`src/rtl/hrd_pkg.sv`:
```
package hrd_pkg;
    typedef enum logic [1:0] {
        ST_PREFETCH   = 2'd0,
        ST_FETCH_IDLE = 2'd1,
        ST_FETCH_OPEN = 2'd2,
        ST_FETCH_FULL = 2'd3
    } hrd_state_e;
endpackage

```
`src/rtl/hrd_fifo.sv`:
```
module hrd_fifo #(
    parameter int W     = 24,
    parameter int NMAX  = 6,
    parameter int NWIDE = 3
) (
    input  logic         clk,
    input  logic         rst_n,
    input  logic         flush,
    input  logic         fmt_wide,
    input  logic         push,
    input  logic [W-1:0] push_data,
    input  logic         pop,
    output logic         fifo_empty,
    output logic         not_full,
    output logic         hrx_valid,
    output logic [W-1:0] hrx_data
);
    localparam int SLOTS = NMAX - 1;
    localparam int PW    = (SLOTS > 1) ? $clog2(SLOTS) : 1;
    localparam int CW    = $clog2(SLOTS + 1);

    logic [W-1:0]  mem [SLOTS];
    logic [PW-1:0] wr_ptr, rd_ptr;
    logic [CW-1:0] cnt, lim;
    logic          move;

    function automatic logic [PW-1:0] wrap_inc(input logic [PW-1:0] p);
        return (p == PW'(SLOTS - 1)) ? '0 : p + PW'(1);
    endfunction

    assign lim        = fmt_wide ? CW'(NWIDE - 1) : CW'(SLOTS);
    assign not_full   = cnt < lim;
    assign fifo_empty = (cnt == '0);
    assign move       = !fifo_empty && !hrx_valid;

    always_ff @(posedge clk) begin
        if (push) begin
            mem[wr_ptr] <= push_data;
        end
    end

    always_ff @(posedge clk) begin
        if (!rst_n || flush) begin
            wr_ptr    <= '0;
            rd_ptr    <= '0;
            cnt       <= '0;
            hrx_valid <= 1'b0;
            hrx_data  <= '0;
        end else begin
            if (push) begin
                wr_ptr <= wrap_inc(wr_ptr);
            end
            if (move) begin
                rd_ptr    <= wrap_inc(rd_ptr);
                hrx_data  <= mem[rd_ptr];
                hrx_valid <= 1'b1;
            end else if (pop) begin
                hrx_valid <= 1'b0;
            end
            cnt <= cnt + CW'(push) - CW'(move);
        end
    end


    no_overflow_chk: assert property (@(posedge clk) disable iff (!rst_n)
        push |-> (cnt < lim));


    pop_clears_chk: assert property (@(posedge clk) disable iff (!rst_n)
        pop |=> !hrx_valid);
endmodule

```
`src/rtl/hrd_mode_ctl.sv`:
```
module hrd_mode_ctl
    import hrd_pkg::*;
(
    input  logic       clk,
    input  logic       rst_n,
    input  logic       mode_req,
    input  logic       mode_sel_fetch,
    input  logic       host_rd_active,
    input  logic       push,
    input  logic       pop,
    input  logic       path_empty,
    output hrd_state_e state,
    output logic       flush,
    output logic       mode_acc,
    output logic       mode_err
);
    hrd_state_e nxt;

    always_ff @(posedge clk) begin
        if (!rst_n) begin
            state    <= ST_PREFETCH;
            mode_err <= 1'b0;
        end else begin
            state <= nxt;
            if (mode_req && !path_empty) begin
                mode_err <= 1'b1;
            end
        end
    end

    always_comb begin
        mode_acc = mode_req && path_empty;
        flush    = 1'b0;
        nxt      = state;
        unique case (state)
            ST_PREFETCH: begin
                if (mode_acc && mode_sel_fetch) nxt = ST_FETCH_IDLE;
            end
            ST_FETCH_IDLE: begin
                if (mode_acc && !mode_sel_fetch) nxt = ST_PREFETCH;
                else if (host_rd_active)         nxt = ST_FETCH_OPEN;
            end
            ST_FETCH_OPEN: begin
                if (!host_rd_active) begin
                    flush = 1'b1;
                    nxt   = ST_FETCH_IDLE;
                end else if (mode_acc && !mode_sel_fetch) begin
                    nxt = ST_PREFETCH;
                end else if (push) begin
                    nxt = ST_FETCH_FULL;
                end
            end
            ST_FETCH_FULL: begin
                if (!host_rd_active) begin
                    flush = 1'b1;
                    nxt   = ST_FETCH_IDLE;
                end else if (pop) begin
                    nxt = ST_FETCH_OPEN;
                end
            end
        endcase
    end


    abort_to_idle_chk: assert property (@(posedge clk) disable iff (!rst_n)
        ((state == ST_FETCH_OPEN || state == ST_FETCH_FULL) && !host_rd_active)
        |=> (state == ST_FETCH_IDLE));


    reject_sticky_chk: assert property (@(posedge clk) disable iff (!rst_n)
        (mode_req && !path_empty) |=> mode_err);


    mode_hold_chk: assert property (@(posedge clk) disable iff (!rst_n)
        (mode_req && !path_empty && state == ST_PREFETCH) |=> (state == ST_PREFETCH));
endmodule

```
`src/rtl/hrd_path.sv`:
```
module hrd_path
    import hrd_pkg::*;
#(
    parameter int W     = 24,
    parameter int NMAX  = 6,
    parameter int NWIDE = 3
) (
    input  logic         clk,
    input  logic         rst_n,
    input  logic         fmt_wide,
    input  logic         mode_req,
    input  logic         mode_sel_fetch,
    input  logic         core_wr,
    input  logic [W-1:0] core_data,
    input  logic         host_rd_active,
    input  logic         host_rd,
    output logic [W-1:0] host_data,
    output logic         core_may_write,
    output logic         host_data_ready,
    output logic         fetch_mode,
    output logic         mode_err
);
    hrd_state_e   state;
    logic         flush, mode_acc, push, pop;
    logic         fifo_empty, not_full, hrx_valid, path_empty;
    logic [W-1:0] hrx_data;

    always_comb begin
        unique case (state)
            ST_PREFETCH:   core_may_write = not_full;
            ST_FETCH_OPEN: core_may_write = host_rd_active;
            default:       core_may_write = 1'b0;
        endcase
        push            = core_wr && core_may_write && !mode_acc;
        pop             = host_rd && hrx_valid && !flush;
        path_empty      = fifo_empty && !hrx_valid;
        host_data_ready = hrx_valid;
        host_data       = hrx_valid ? hrx_data : '0;
        fetch_mode      = (state != ST_PREFETCH);
    end

    hrd_mode_ctl i_ctl (
        .clk            (clk),
        .rst_n          (rst_n),
        .mode_req       (mode_req),
        .mode_sel_fetch (mode_sel_fetch),
        .host_rd_active (host_rd_active),
        .push           (push),
        .pop            (pop),
        .path_empty     (path_empty),
        .state          (state),
        .flush          (flush),
        .mode_acc       (mode_acc),
        .mode_err       (mode_err)
    );

    hrd_fifo #(.W(W), .NMAX(NMAX), .NWIDE(NWIDE)) i_fifo (
        .clk        (clk),
        .rst_n      (rst_n),
        .flush      (flush),
        .fmt_wide   (fmt_wide),
        .push       (push),
        .push_data  (core_data),
        .pop        (pop),
        .fifo_empty (fifo_empty),
        .not_full   (not_full),
        .hrx_valid  (hrx_valid),
        .hrx_data   (hrx_data)
    );


    idle_flags_chk: assert property (@(posedge clk) disable iff (!rst_n)
        (state == ST_FETCH_IDLE) |-> (!core_may_write && !host_data_ready));


    full_holds_word_chk: assert property (@(posedge clk) disable iff (!rst_n)
        (state == ST_FETCH_FULL) |-> (hrx_valid || !fifo_empty));


    zero_when_empty_chk: assert property (@(posedge clk) disable iff (!rst_n)
        !host_data_ready |-> (host_data == '0));
endmodule

```
`config.mk`:
```
export PLATFORM = sky130hd
export DESIGN_NAME = hrd_path
export DESIGN_NICKNAME = d
export VERILOG_FILES = /design/src/rtl/hrd_pkg.sv /design/src/rtl/hrd_fifo.sv /design/src/rtl/hrd_mode_ctl.sv /design/src/rtl/hrd_path.sv
export SDC_FILE = /design/constraint.sdc
export NUM_CORES = 1
export LEC_CHECK = 0
export BUFFER_PORTS_ARGS = -buffer_cell sky130_fd_sc_hd__clkbuf_2
export CORE_UTILIZATION = 53
export DETAILED_ROUTE_END_ITERATION = 7
export PLACE_DENSITY = 0.75
export SYNTH_ARGS = -nofsm -noshare
export SYNTH_HDL_FRONTEND = slang
export SYNTH_SLANG_ARGS = --single-unit
```
`constraint.sdc`:
```
create_clock -name clk -period 5 [get_ports clk]
set_input_delay 1 -clock clk [delete_from_list [all_inputs] [get_ports clk]]
set_output_delay 1 -clock clk [all_outputs]
set_load 0.02 [all_outputs]
```
==> impl_metrics.env, run 1 <==
export IMPL_final_layout_size_suffix_gt1_share_pct=29.7
export IMPL_worstReg2RegStart="i_fifo.hrx_valid"
export IMPL_setup_viol=0
export IMPL_syn_avg_cell_area_um2=16.0
export IMPL_min_from="i_ctl.mode_err"
export IMPL_synth_compound_area_share_pct=6.68
export IMPL_pre_cts_ws_ps=1820
export IMPL_yosys_register_bits=157
export IMPL_initial_core_util_pct=54.4
export IMPL_synthAdderAreaFrac_pct=1.93
export IMPL_row_count=39
export IMPL_grt_first_pass_wirelength_um=17200
export IMPL_postLayoutSetupSlackWorst_ps=1970
export IMPL_r2r_setup_slack_ps=1970
export IMPL_h_tree_depth=4
export IMPL_detailroute_via_count=3439
export IMPL_final_ant_viol_nets=0
export IMPL_netlist_area_leader_share_pct=58.0
export IMPL_hold_path_cell_count=2
export IMPL_grt_remaining_overflow=0
export IMPL_most_common_cell_in_the_netlist="edfxtp_1"
export IMPL_postSynth_asyncResetShare_pct=0
export IMPL_clock_tree_root_cell="clkbuf_16"
export IMPL_yosys_area_share_xor_xnor_pct=0.282
export IMPL_worst_hold_path_type="flop to flop"
export IMPL_firstDrtPassIters=4
export IMPL_crit_type="flop to flop"
export IMPL_clkTransAtPathRegs_ps=60
export IMPL_areaGrowthSynthToFinish_pct=17.0
export IMPL_synth_cells=389
export IMPL_grt_antenna_before_repair=0
export IMPL_worst_r2r_path_depth=9
export IMPL_critical_path_startpoint_type="flop"
export IMPL_status="complete, no violations"
export IMPL_synth_mux_area_share_pct=12.6
export IMPL_timing_final_max_slew_violations=0
export IMPL_count_of_routing_violations_after_the_opening_detailed_route_iteration=282
export IMPL_reg2reg_to="i_fifo.cnt[2]"
export IMPL_wl_um=11000
export IMPL_worstMarginPinSlew_ps=956
export IMPL_drt_vias_per_instance=5.63
export IMPL_globalplace_congestion=0.759
export IMPL_layout_worst_path_cycle_share_pct=60.6
export IMPL_cts_repair_resized=0
export IMPL_numPortBuffers=59
export IMPL_postCtsSetupRepairBufs=0
export IMPL_coreArea_um2=11400
export IMPL_power_static_leakage_nw=2.57
export IMPL_final_net_count=496
export IMPL_synth_top_family_by_area="multiplexers"
export IMPL_yosysUniqueCellTypes=43
export IMPL_report_final_hold_viol_count=0
export IMPL_fp_dieH_um=110
export IMPL_chipWidth_um=110
export IMPL_synth_edff_count=120
export IMPL_required_time_of_the_worst_setup_path_ps=5310
export IMPL_globalRouteTotalUtil_pct=20.1
export IMPL_post_route_min_period_ps=3030
export IMPL_cts_hold_repair_buffers=0
export IMPL_worst_skew_late_latency_ps=420
export IMPL_synth_yosys_seq_area_share_pct=69.9
export IMPL_grt_pass1_vias=3347
export IMPL_crit_arrival_ps=3340
export IMPL_drcViolationCount=0
export IMPL_cp_end_kind="flop"
export IMPL_clock_sinks=157
export IMPL_cts_made_buffers=17
export IMPL_pin_count_of_the_biggest_net_entering_global_routing=52
export IMPL_timing_fmax_mhz=330
export IMPL_synth_top_area_cell="edfxtp_1"
export IMPL_tritoncts="yes"
export IMPL_antenna_diode_count=0
export IMPL_irDropWorstVdd_mv=0.321
export IMPL_drt_wirelength_per_cell_um=18.0
export IMPL_relSlewSlack_pct=36.2
export IMPL_powerDensity_nw_per_um2=555
export IMPL_postSynth_topFlopCell="edfxtp_1"
export IMPL_synthTopCellsByCount="edfxtp_1, dfxtp_1, o21ai_0, a21oi_1"
export IMPL_dpl_hpwl_um=6680
export IMPL_max_cap_violations=0
export IMPL_clockBufferDepth=2
export IMPL_synth_warnings=0
export IMPL_syn_nets=430
export IMPL_critical_path_peak_fanout=28
export IMPL_whs_endpoint="i_ctl.mode_err"
export IMPL_yosys_area_share_simple_pct=6.28
export IMPL_finalSetupTns_ps=0
export IMPL_synth_area_leaders="edfxtp_1, dfxtp_1, mux4_2"
export IMPL_synth_area_um2=6220
export IMPL_clock_skew_final_ps=5.51
export IMPL_die_area_um2=12200
export IMPL_rsz_0062_raised_after_global_routing="no"
export IMPL_fin_hold_ws_ps=509
export IMPL_layout_core_utilization_pct=63.7
export IMPL_ioPinCount=60
[through the flow]
step	instance area, um^2	instances	power, W
6_report	7270	611	0.00404
4_1_cts	7270	611	0.00408
5_1_grt	7270	611	0.00427
3_3_place_gp	6700	579	0.00279
2_1_floorplan	6220	389	0.00255
3_5_place_dp	6700	579	0.00283
[critical path: stages (launching register included)]
cell and delay (ps):
dfxtp_1 580, or4_4 690, o21a_1 200, a21bo_2 360, inv_1 80, ha_1 210, fa_1 380, xnor2_1 200
xnor2_1 160, nor2_1 60
[state kept, by name (all words and copies together), names as in the netlist]
signal,cells
i_fifo.hrx_valid,1
i_ctl.mode_err,1
i_fifo.mem,120
i_fifo.rd_ptr,3
i_fifo.hrx_data,24
i_fifo.wr_ptr,3
i_fifo.cnt,3
i_ctl.state,2
[layout make-up]
class / instances / area, um^2
multi-input cells: 197 / 1760
well taps: 143 / 179
fillers: 806 / 4140
clock inverters: 8 / 87.6
repair buffers: 68 / 363
inverters: 14 / 52.6
flip-flops and latches: 157 / 4350
clock buffers: 24 / 492
[where the power goes]
| group | switching, W | internal (W) | total [W] | leakage (nW) |
|---|---|---|---|---|
| registers | 0.000170 | 0.00161 | 0.00178 | 1.39 |
| logic | 0.000550 | 0.000465 | 0.00101 | 0.889 |
| clock network | 0.000457 | 0.000780 | 0.00124 | 0.289 |
[cells in the final DEF (no fill, tap or decap), types with 2 or more instances in the layout]
master     synthesis  final
edfxtp_1         120    120
clkbuf_2           0     59
dfxtp_1           37     36
o21ai_0           31     31
a21oi_1           30     30
mux4_2            24     24
mux2i_1           24     24
and2_1            22     22
clkbuf_16          0     17
inv_1             14     14
nand2_1            9      9
buf_4              1      9
ha_1               8      8
nand3_1            5      5
and2_2             4      4
nor4_2             0      4
nor2_1             4      4
clkbuf_8           1      4
clkinv_2           0      4
clkbuf_1          14      3
nor3_1             2      2
or2_2              2      2
o21a_1             2      2
and3_1             2      2
o211a_1            2      2
nand3b_1           2      2
xnor2_1            2      2
clkinv_1           0      2
bufinv_16          0      2
[layer usage]
layer / share of wire, % / vias to the layer above / global-route usage, %
met5: 0 / - / 0
met4: 2.1 / 0 / 10.3
met3: 3.5 / 18 / 5.00
met2: 50 / 67 / 31.9
met1: 44 / 1730 / 25.9
li1: - / 1624 / -
[worst max path at each step]
stage	to	startpoint	slack (ps)	cells past startpoint
finish	i_fifo.cnt[2]	i_fifo.hrx_valid	1970	9
floorplan	i_fifo.mem[4][0]	fmt_wide	60	6
CTS	i_fifo.cnt[2]	i_fifo.hrx_valid	1950	9
detailed placement	i_fifo.cnt[2]	fmt_wide	1820	11
global route	i_fifo.cnt[2]	i_fifo.hrx_valid	1790	9
global placement	i_fifo.cnt[2]	fmt_wide	1930	11
[cells by family after synthesis]
family | after synthesis
buffers and inverters | 35
multiplexers | 48
XOR/XNOR | 2
flip-flops | 157
AO/OA/AOI/OAI | 73
AND/OR/NAND/NOR | 65
adder cells (fa/ha/maj) | 9
Note: power is estimated with default switching activity, not from simulation.
==> inputs of run 2 (changes only) <==
--- a/config.mk
+++ b/config.mk
@@ -6,9 +6,9 @@
 export NUM_CORES = 1
 export LEC_CHECK = 0
 export BUFFER_PORTS_ARGS = -buffer_cell sky130_fd_sc_hd__clkbuf_2
-export CORE_UTILIZATION = 53
+export CORE_UTILIZATION = 58
 export DETAILED_ROUTE_END_ITERATION = 7
-export PLACE_DENSITY = 0.75
+export PLACE_DENSITY = 0.78
 export SYNTH_ARGS = -nofsm -noshare
 export SYNTH_HDL_FRONTEND = slang
 export SYNTH_SLANG_ARGS = --single-unit
==> constraint.sdc (replaced) <==
create_clock -name clk -period 2.8 [get_ports clk]
set_input_delay 0.56 -clock clk [delete_from_list [all_inputs] [get_ports clk]]
set_output_delay 0.56 -clock clk [all_outputs]
set_load 0.02 [all_outputs]
==> run 2 against run 1 <==
  * Maximum frequency grew 26%
  * Clock power grew 79%
  * Utilization grew 7.9 points
  * Critical path type unchanged
  * Worst setup slack lost 1600 ps
  * Total power grew 83%
  * Worst hold slack lost 240 ps
  * Non-clock buffer count grew 9
  * Register-to-register slack lost 1600 ps
  * Combinational power grew 100%
  * Via count grew 2.4%
==> impl_metrics.env, run 2 (synthesized netlist as in run 1, its figures left out) <==
export IMPL_numPortBuffers=59
export IMPL_timing_critical_path_slowest_stage_cell="or4_4"
export IMPL_firstDrtPassIters=5
export IMPL_crit_path_max_incr_delay_ps=540
export IMPL_cp_buffers_inverters=1
export IMPL_total_switching_power_w=0.00225
export IMPL_power_internal_w=0.00515
export IMPL_worst_r2r_path_depth=9
export IMPL_power_share_of_the_clock_group_pct=30.0
export IMPL_status="complete, no violations"
export IMPL_chipWidth_um=106
export IMPL_power_w=0.00741
export IMPL_reg_top3="i_fifo.mem: 120 flops, i_fifo.hrx_data: 24 flops"
export IMPL_h_tree_depth=4
export IMPL_dpl_hpwl_um=7660
export IMPL_grtUsageMet1_pct=28.5
export IMPL_timing_fmax_mhz=414
export IMPL_cts_hold_repair_buffers=0
export IMPL_globalRouteTotalUtil_pct=24.2
export IMPL_row_count=37
export IMPL_postCtsSetupRepairBufs=0
export IMPL_clockBufferDepth=2
export IMPL_fill_cells=650
export IMPL_worstMarginPinSlew_ps=678
export IMPL_coreArea_um2=10400
export IMPL_postLayoutSetupSlackWorst_ps=387
export IMPL_cp_cell_sequence="or4_4 -> o21a_1 -> a21bo_2 -> inv_1 -> ha_1 -> fa_1 -> xnor2_1 -> xnor2_1 -> nor2_1"
export IMPL_final_ant_viol_nets=0
export IMPL_cp_end_kind="flop"
export IMPL_clock_sinks=157
export IMPL_count_of_routing_violations_after_the_opening_detailed_route_iteration=292
export IMPL_cts_made_buffers=17
export IMPL_finalSetupTns_ps=0
export IMPL_hold_path_cell_count=1
export IMPL_drcViolationCount=0
export IMPL_antenna_diode_count=0
export IMPL_detailroute_via_count=3522
export IMPL_required_time_of_the_worst_setup_path_ps=3220
export IMPL_final_layout_size_suffix_gt1_share_pct=31.7
export IMPL_worst_hold_path_type="input port to flop"
export IMPL_report_final_hold_viol_count=0
export IMPL_globalRouteMet3Util_pct=7.48
export IMPL_netSwitchingFraction_pct=30.4
export IMPL_pin_count_of_the_biggest_net_entering_global_routing=52
export IMPL_critical_path_peak_fanout=6
export IMPL_grt_met2_usage_pct=41.4
export IMPL_wl_um=12200
export IMPL_final_net_count=505
export IMPL_relSlewSlack_pct=54.8
export IMPL_worst_skew_late_latency_ps=530
export IMPL_worstReg2RegStart="i_fifo.cnt[1]"
export IMPL_top_register="i_fifo.mem"
export IMPL_layout_common_cells="edfxtp_1, clkbuf_2, dfxtp_1"
export IMPL_powerDensity_nw_per_um2=997
export IMPL_areaGrowthSynthToFinish_pct=19.4
export IMPL_sequentialPowerShare_pct=42.4
export IMPL_globalRoute_busiestLayer="met2"
export IMPL_drt_wirelength_per_cell_um=19.9
export IMPL_cp_common_cell="xnor2_1"
export IMPL_timing_final_max_slew_violations=0
export IMPL_fin_hold_ws_ps=265
export IMPL_post_route_min_period_ps=2410
export IMPL_reg2reg_to="i_fifo.cnt[2]"
export IMPL_max_cap_violations=0
export IMPL_crit_family="simple AND/OR/NAND/NOR gates"
export IMPL_drt_vias_per_instance=5.75
export IMPL_clkTransAtPathRegs_ps=60
export IMPL_grt_antenna_before_repair=0
export IMPL_rsz_0062_raised_after_global_routing="no"
export IMPL_crit_type="flop to flop"
export IMPL_initial_core_util_pct=60.0
export IMPL_layout_worst_path_cycle_share_pct=86.2
export IMPL_crit_arrival_ps=2830
export IMPL_die_area_um2=11100
export IMPL_setup_viol=0
export IMPL_cts_repair_resized=0
export IMPL_globalplace_congestion=0.811
export IMPL_largest_register_ff_count=120
export IMPL_tritoncts="yes"
export IMPL_min_from="core_data[18]"
export IMPL_most_common_cell_after_layout_fill_and_taps_aside="edfxtp_1"
export IMPL_clock_tree_root_cell="clkbuf_8"
export IMPL_ioPinCount=60
export IMPL_irDropWorstVdd_mv=0.556
export IMPL_grt_remaining_overflow=0
export IMPL_r2r_setup_slack_ps=390
export IMPL_power_static_leakage_nw=2.63
export IMPL_clock_skew_final_ps=6.91
export IMPL_pre_cts_ws_ps=226
export IMPL_grt_first_pass_wirelength_um=19100
export IMPL_whs_endpoint="i_fifo.mem[2][18]"
export IMPL_power_share_combinational_pct=27.6
export IMPL_grt_pass1_vias=3735
export IMPL_critical_path_startpoint_type="flop"
export IMPL_fp_dieH_um=106
==> run 2: changes by cell type in the layout (fill, tap and decap cells not counted), sizes merged <==
cell      previous run  this run
bufinv               2         1
clkbuf              83        82
clkinvlp             0         2
buf                  9        18
==> run 2: through the flow <==
stage,std cells,cell area [um^2],utilization (%)
6_report,613,7420,71.6
5_1_grt,613,7420,71.6
4_1_cts,613,7420,71.6
3_5_place_dp,581,6840,65.9
3_3_place_gp,581,6840,65.9
2_1_floorplan,389,6260,-
==> run 2: routing by layer <==
metal	wire [um]	vias up
met3	539	13
met2	6520	92
li1	-	1644
met1	4930	1773
met5	0	-
met4	189	0
==> run 2: worst max path at each step <==
stage | start | endpoint | cells past startpoint
after floorplan | fmt_wide | i_fifo.mem[0][0] | 6
after global placement | fmt_wide | i_fifo.mem[4][5] | 8
after detailed placement | fmt_wide | i_fifo.mem[4][11] | 8
after CTS | i_fifo.cnt[1] | i_fifo.cnt[2] | 9
after global routing | i_fifo.cnt[1] | i_fifo.cnt[2] | 9
final | i_fifo.cnt[1] | i_fifo.cnt[2] | 9
==> run 2: worst register-to-register path: stages, from the launching register on <==
cell and delay (ps):
dfxtp_1 360, or4_4 540, o21a_1 200, a21bo_2 200, inv_1 50, ha_1 200, fa_1 390, xnor2_1 180
xnor2_1 130, nor2_1 50
==> run 2: area by class of cell <==
cell class / instances / area [um^2] / share of cell area [%]
clock inverters: 9 / 78.8 / 1.06
flip-flops and latches: 157 / 4350 / 58.5
repair buffers: 77 / 468 / 6.30
multi-input cells: 197 / 1800 / 24.2
clock buffers: 23 / 510 / 6.88
well taps: 136 / 170 / 2.29
inverters: 14 / 52.6 / 0.708
==> run 2: power by group through the flow <==
stage / registers [W] / logic (W) / clock network (W)
final: 0.00314 / 0.00205 / 0.00222
after global routing: 0.00319 / 0.00222 / 0.00235
after CTS: 0.00315 / 0.00207 / 0.00225
after detailed placement: 0.00318 / 0.00202 / 0
after global placement: 0.00316 / 0.00195 / 0
after floorplan: 0.00306 / 0.00152 / 0
==> inputs of run 3 (changes only) <==
--- a/config.mk
+++ b/config.mk
@@ -6,9 +6,11 @@
 export NUM_CORES = 1
 export LEC_CHECK = 0
 export BUFFER_PORTS_ARGS = -buffer_cell sky130_fd_sc_hd__clkbuf_2
-export CORE_UTILIZATION = 58
+export CELL_PAD_IN_SITES_DETAIL_PLACEMENT = 1
+export CELL_PAD_IN_SITES_GLOBAL_PLACEMENT = 1
+export CORE_UTILIZATION = 49
 export DETAILED_ROUTE_END_ITERATION = 7
-export PLACE_DENSITY = 0.78
+export PLACE_DENSITY_LB_ADDON = 0.1
 export SYNTH_ARGS = -nofsm -noshare
 export SYNTH_HDL_FRONTEND = slang
 export SYNTH_SLANG_ARGS = --single-unit
==> constraint.sdc (replaced) <==
create_clock -name clk -period 2.5 [get_ports clk]
set_input_delay 0.5 -clock clk [delete_from_list [all_inputs] [get_ports clk]]
set_output_delay 0.5 -clock clk [all_outputs]
set_load 0.02 [all_outputs]
==> run 3 against run 2 <==
  * First-iteration DRC count fell by 21%
  * Critical path depth did not move
  * Via count rose by 0.94%
  * Die area rose by 18%
  * Maximum frequency rose by 0.29%
  * Clock skew rose by 11 ps
  * Critical path type unchanged
  * Largest cell class unchanged
==> impl_metrics.env, run 3 (synthesized netlist as in run 1, its figures left out) <==
export IMPL_ioPinCount=60
export IMPL_initial_core_util_pct=50.9
export IMPL_fp_dieH_um=115
export IMPL_power_share_combinational_pct=29.4
export IMPL_count_of_routing_violations_after_the_opening_detailed_route_iteration=230
export IMPL_row_count=40
export IMPL_wl_um=12900
export IMPL_worstSetupPathDepth=9
export IMPL_top_register="i_fifo.mem"
export IMPL_powerDensity_nw_per_um2=1100
export IMPL_power_internal_w=0.00572
export IMPL_chipWidth_um=115
export IMPL_status="complete, no violations"
export IMPL_irDropWorstVdd_mv=0.674
export IMPL_worstReg2RegStart="i_fifo.cnt[0]"
export IMPL_total_switching_power_w=0.00251
export IMPL_numPortBuffers=59
export IMPL_final_layout_size_suffix_gt1_share_pct=32.7
export IMPL_netSwitchingFraction_pct=30.5
export IMPL_relSlewSlack_pct=58.4
export IMPL_grt_remaining_overflow=0
export IMPL_cp_cell_sequence="or4_4 -> o21a_1 -> a21bo_2 -> inv_1 -> ha_1 -> fa_2 -> xnor2_2 -> xnor2_1 -> nor2_1"
export IMPL_final_ant_viol_nets=0
export IMPL_drcViolationCount=0
export IMPL_reg_top3="i_fifo.mem: 120 flops, i_fifo.hrx_data: 24 flops"
export IMPL_cts_made_buffers=17
export IMPL_hold_path_cell_count=1
export IMPL_cp_buffers_inverters=1
export IMPL_sequentialPowerShare_pct=42.2
export IMPL_clock_sinks=157
export IMPL_grt_pass1_vias=3761
export IMPL_globalRouteTotalUtil_pct=21.7
export IMPL_most_common_cell_after_layout_fill_and_taps_aside="edfxtp_1"
export IMPL_post_route_min_period_ps=2410
export IMPL_final_net_count=511
export IMPL_clock_tree_root_cell="clkbuf_16"
export IMPL_crit_type="flop to flop"
export IMPL_max_cap_violations=0
export IMPL_h_tree_depth=4
export IMPL_clock_skew_final_ps=17.7
export IMPL_layout_cell_area_non_filler_um2=7510
export IMPL_power_share_of_the_clock_group_pct=28.4
export IMPL_crit_family="simple AND/OR/NAND/NOR gates"
export IMPL_required_time_of_the_worst_setup_path_ps=2810
export IMPL_clkTransAtPathRegs_ps=60
export IMPL_grt_antenna_before_repair=0
export IMPL_report_final_hold_viol_count=0
export IMPL_grt_first_pass_wirelength_um=20400
export IMPL_rsz_0062_raised_after_global_routing="no"
export IMPL_pin_count_of_the_biggest_net_entering_global_routing=52
export IMPL_r2r_setup_slack_ps=90
export IMPL_critical_path_startpoint_type="flop"
export IMPL_crit_path_max_incr_delay_ps=550
export IMPL_timing_critical_path_slowest_stage_cell="or4_4"
export IMPL_drt_wirelength_per_cell_um=19.8
export IMPL_globalplace_congestion=0.807
export IMPL_crit_arrival_ps=2710
export IMPL_layout_core_utilization_pct=61.5
export IMPL_timing_final_max_slew_violations=0
export IMPL_antenna_diode_count=0
export IMPL_dpl_hpwl_um=8430
export IMPL_postLayoutSetupSlackWorst_ps=93.8
export IMPL_worst_skew_late_latency_ps=420
export IMPL_clockBufferDepth=2
export IMPL_worst_r2r_path_depth=9
export IMPL_critical_path_peak_fanout=4
export IMPL_die_area_um2=13100
export IMPL_tritoncts="yes"
export IMPL_fin_hold_ws_ps=306
export IMPL_cp_end_kind="flop"
export IMPL_power_static_leakage_nw=2.64
export IMPL_critical_path_endpoint="i_fifo.cnt[2]"
export IMPL_pre_cts_ws_ps=-60.1
export IMPL_stdcell_count=651
export IMPL_launching_element_of_the_worst_setup_path="i_fifo.cnt[0]"
export IMPL_worst_hold_path_type="input port to flop"
export IMPL_worstMarginPinSlew_ps=624
export IMPL_drt_vias_per_instance=5.46
export IMPL_largest_register_ff_count=120
export IMPL_dp_cells=619
export IMPL_reg2reg_to="i_fifo.cnt[2]"
export IMPL_setup_viol=0
export IMPL_areaGrowthSynthToFinish_pct=20.8
export IMPL_layout_worst_path_cycle_share_pct=96.2
export IMPL_timing_fmax_mhz=416
export IMPL_firstDrtPassIters=4
export IMPL_layout_common_cells="edfxtp_1, clkbuf_2, dfxtp_1"
export IMPL_dpl_instance_area_um2=6960
export IMPL_coreArea_um2=12200
export IMPL_detailroute_via_count=3555
-- run 3: cell count changes in the layout (fill, tap and decap cells not counted), sizes merged --
cell,before,now
buf,18,24
-- run 3: how the worst min path moves through the flow --
| stage | startpoint | to | slack, ps |
|---|---|---|---|
| global placement | i_ctl.mode_err | i_ctl.mode_err | 480 |
| floorplan | i_fifo.hrx_data[10] | i_fifo.hrx_data[10] | 490 |
| CTS | core_data[21] | i_fifo.mem[4][21] | 300 |
| global route | core_data[18] | i_fifo.mem[4][18] | 310 |
| detailed placement | i_ctl.mode_err | i_ctl.mode_err | 490 |
| finish | core_data[21] | i_fifo.mem[4][21] | 310 |
-- run 3: area by class of cell --
type	instances	area, um^2
Clock buffer	23	468
Clock inverter	9	70.1
Fill cell	1167	4700
Inverter	14	65.1
Multi-Input combinational cell	197	1830
Sequential cell	157	4350
Tap cell	168	210
Timing Repair Buffer	83	513
-- run 3: layer usage --
| metal | share of wire, % | track usage (%) | vias up |
|---|---|---|---|
| li1 | - | - | 1654 |
| met1 | 45 | 28.7 | 1814 |
| met2 | 51 | 35.6 | 68 |
| met3 | 3.5 | 4.76 | 19 |
| met4 | 1.3 | 8.23 | 0 |
| met5 | 0 | 0 | - |
-- run 3: power by group through the flow --
stage	Sequential [W]	Combinational [W]	Clock, W
floorplan	0.00344	0.00175	0
global placement	0.00351	0.00233	0
detailed placement	0.00353	0.00240	0
CTS	0.00348	0.00245	0.00238
global route	0.00352	0.00266	0.00248
finish	0.00348	0.00242	0.00234
-- run 3: timing repair --
item | in CTS | in global routing
hold buffers | 0 | 0
buffers inserted | 0 | 0
gates resized for setup | 0 | 2
endpoints found under the setup margin | 0 | 1
-- run 3: stage by stage --
step	TNS (ps)	power, W
global placement	-1060	0.00584
finish	0	0.00824
floorplan	-13050	0.00519
global route	0	0.00866
CTS	0	0.00831
detailed placement	-2080	0.00593
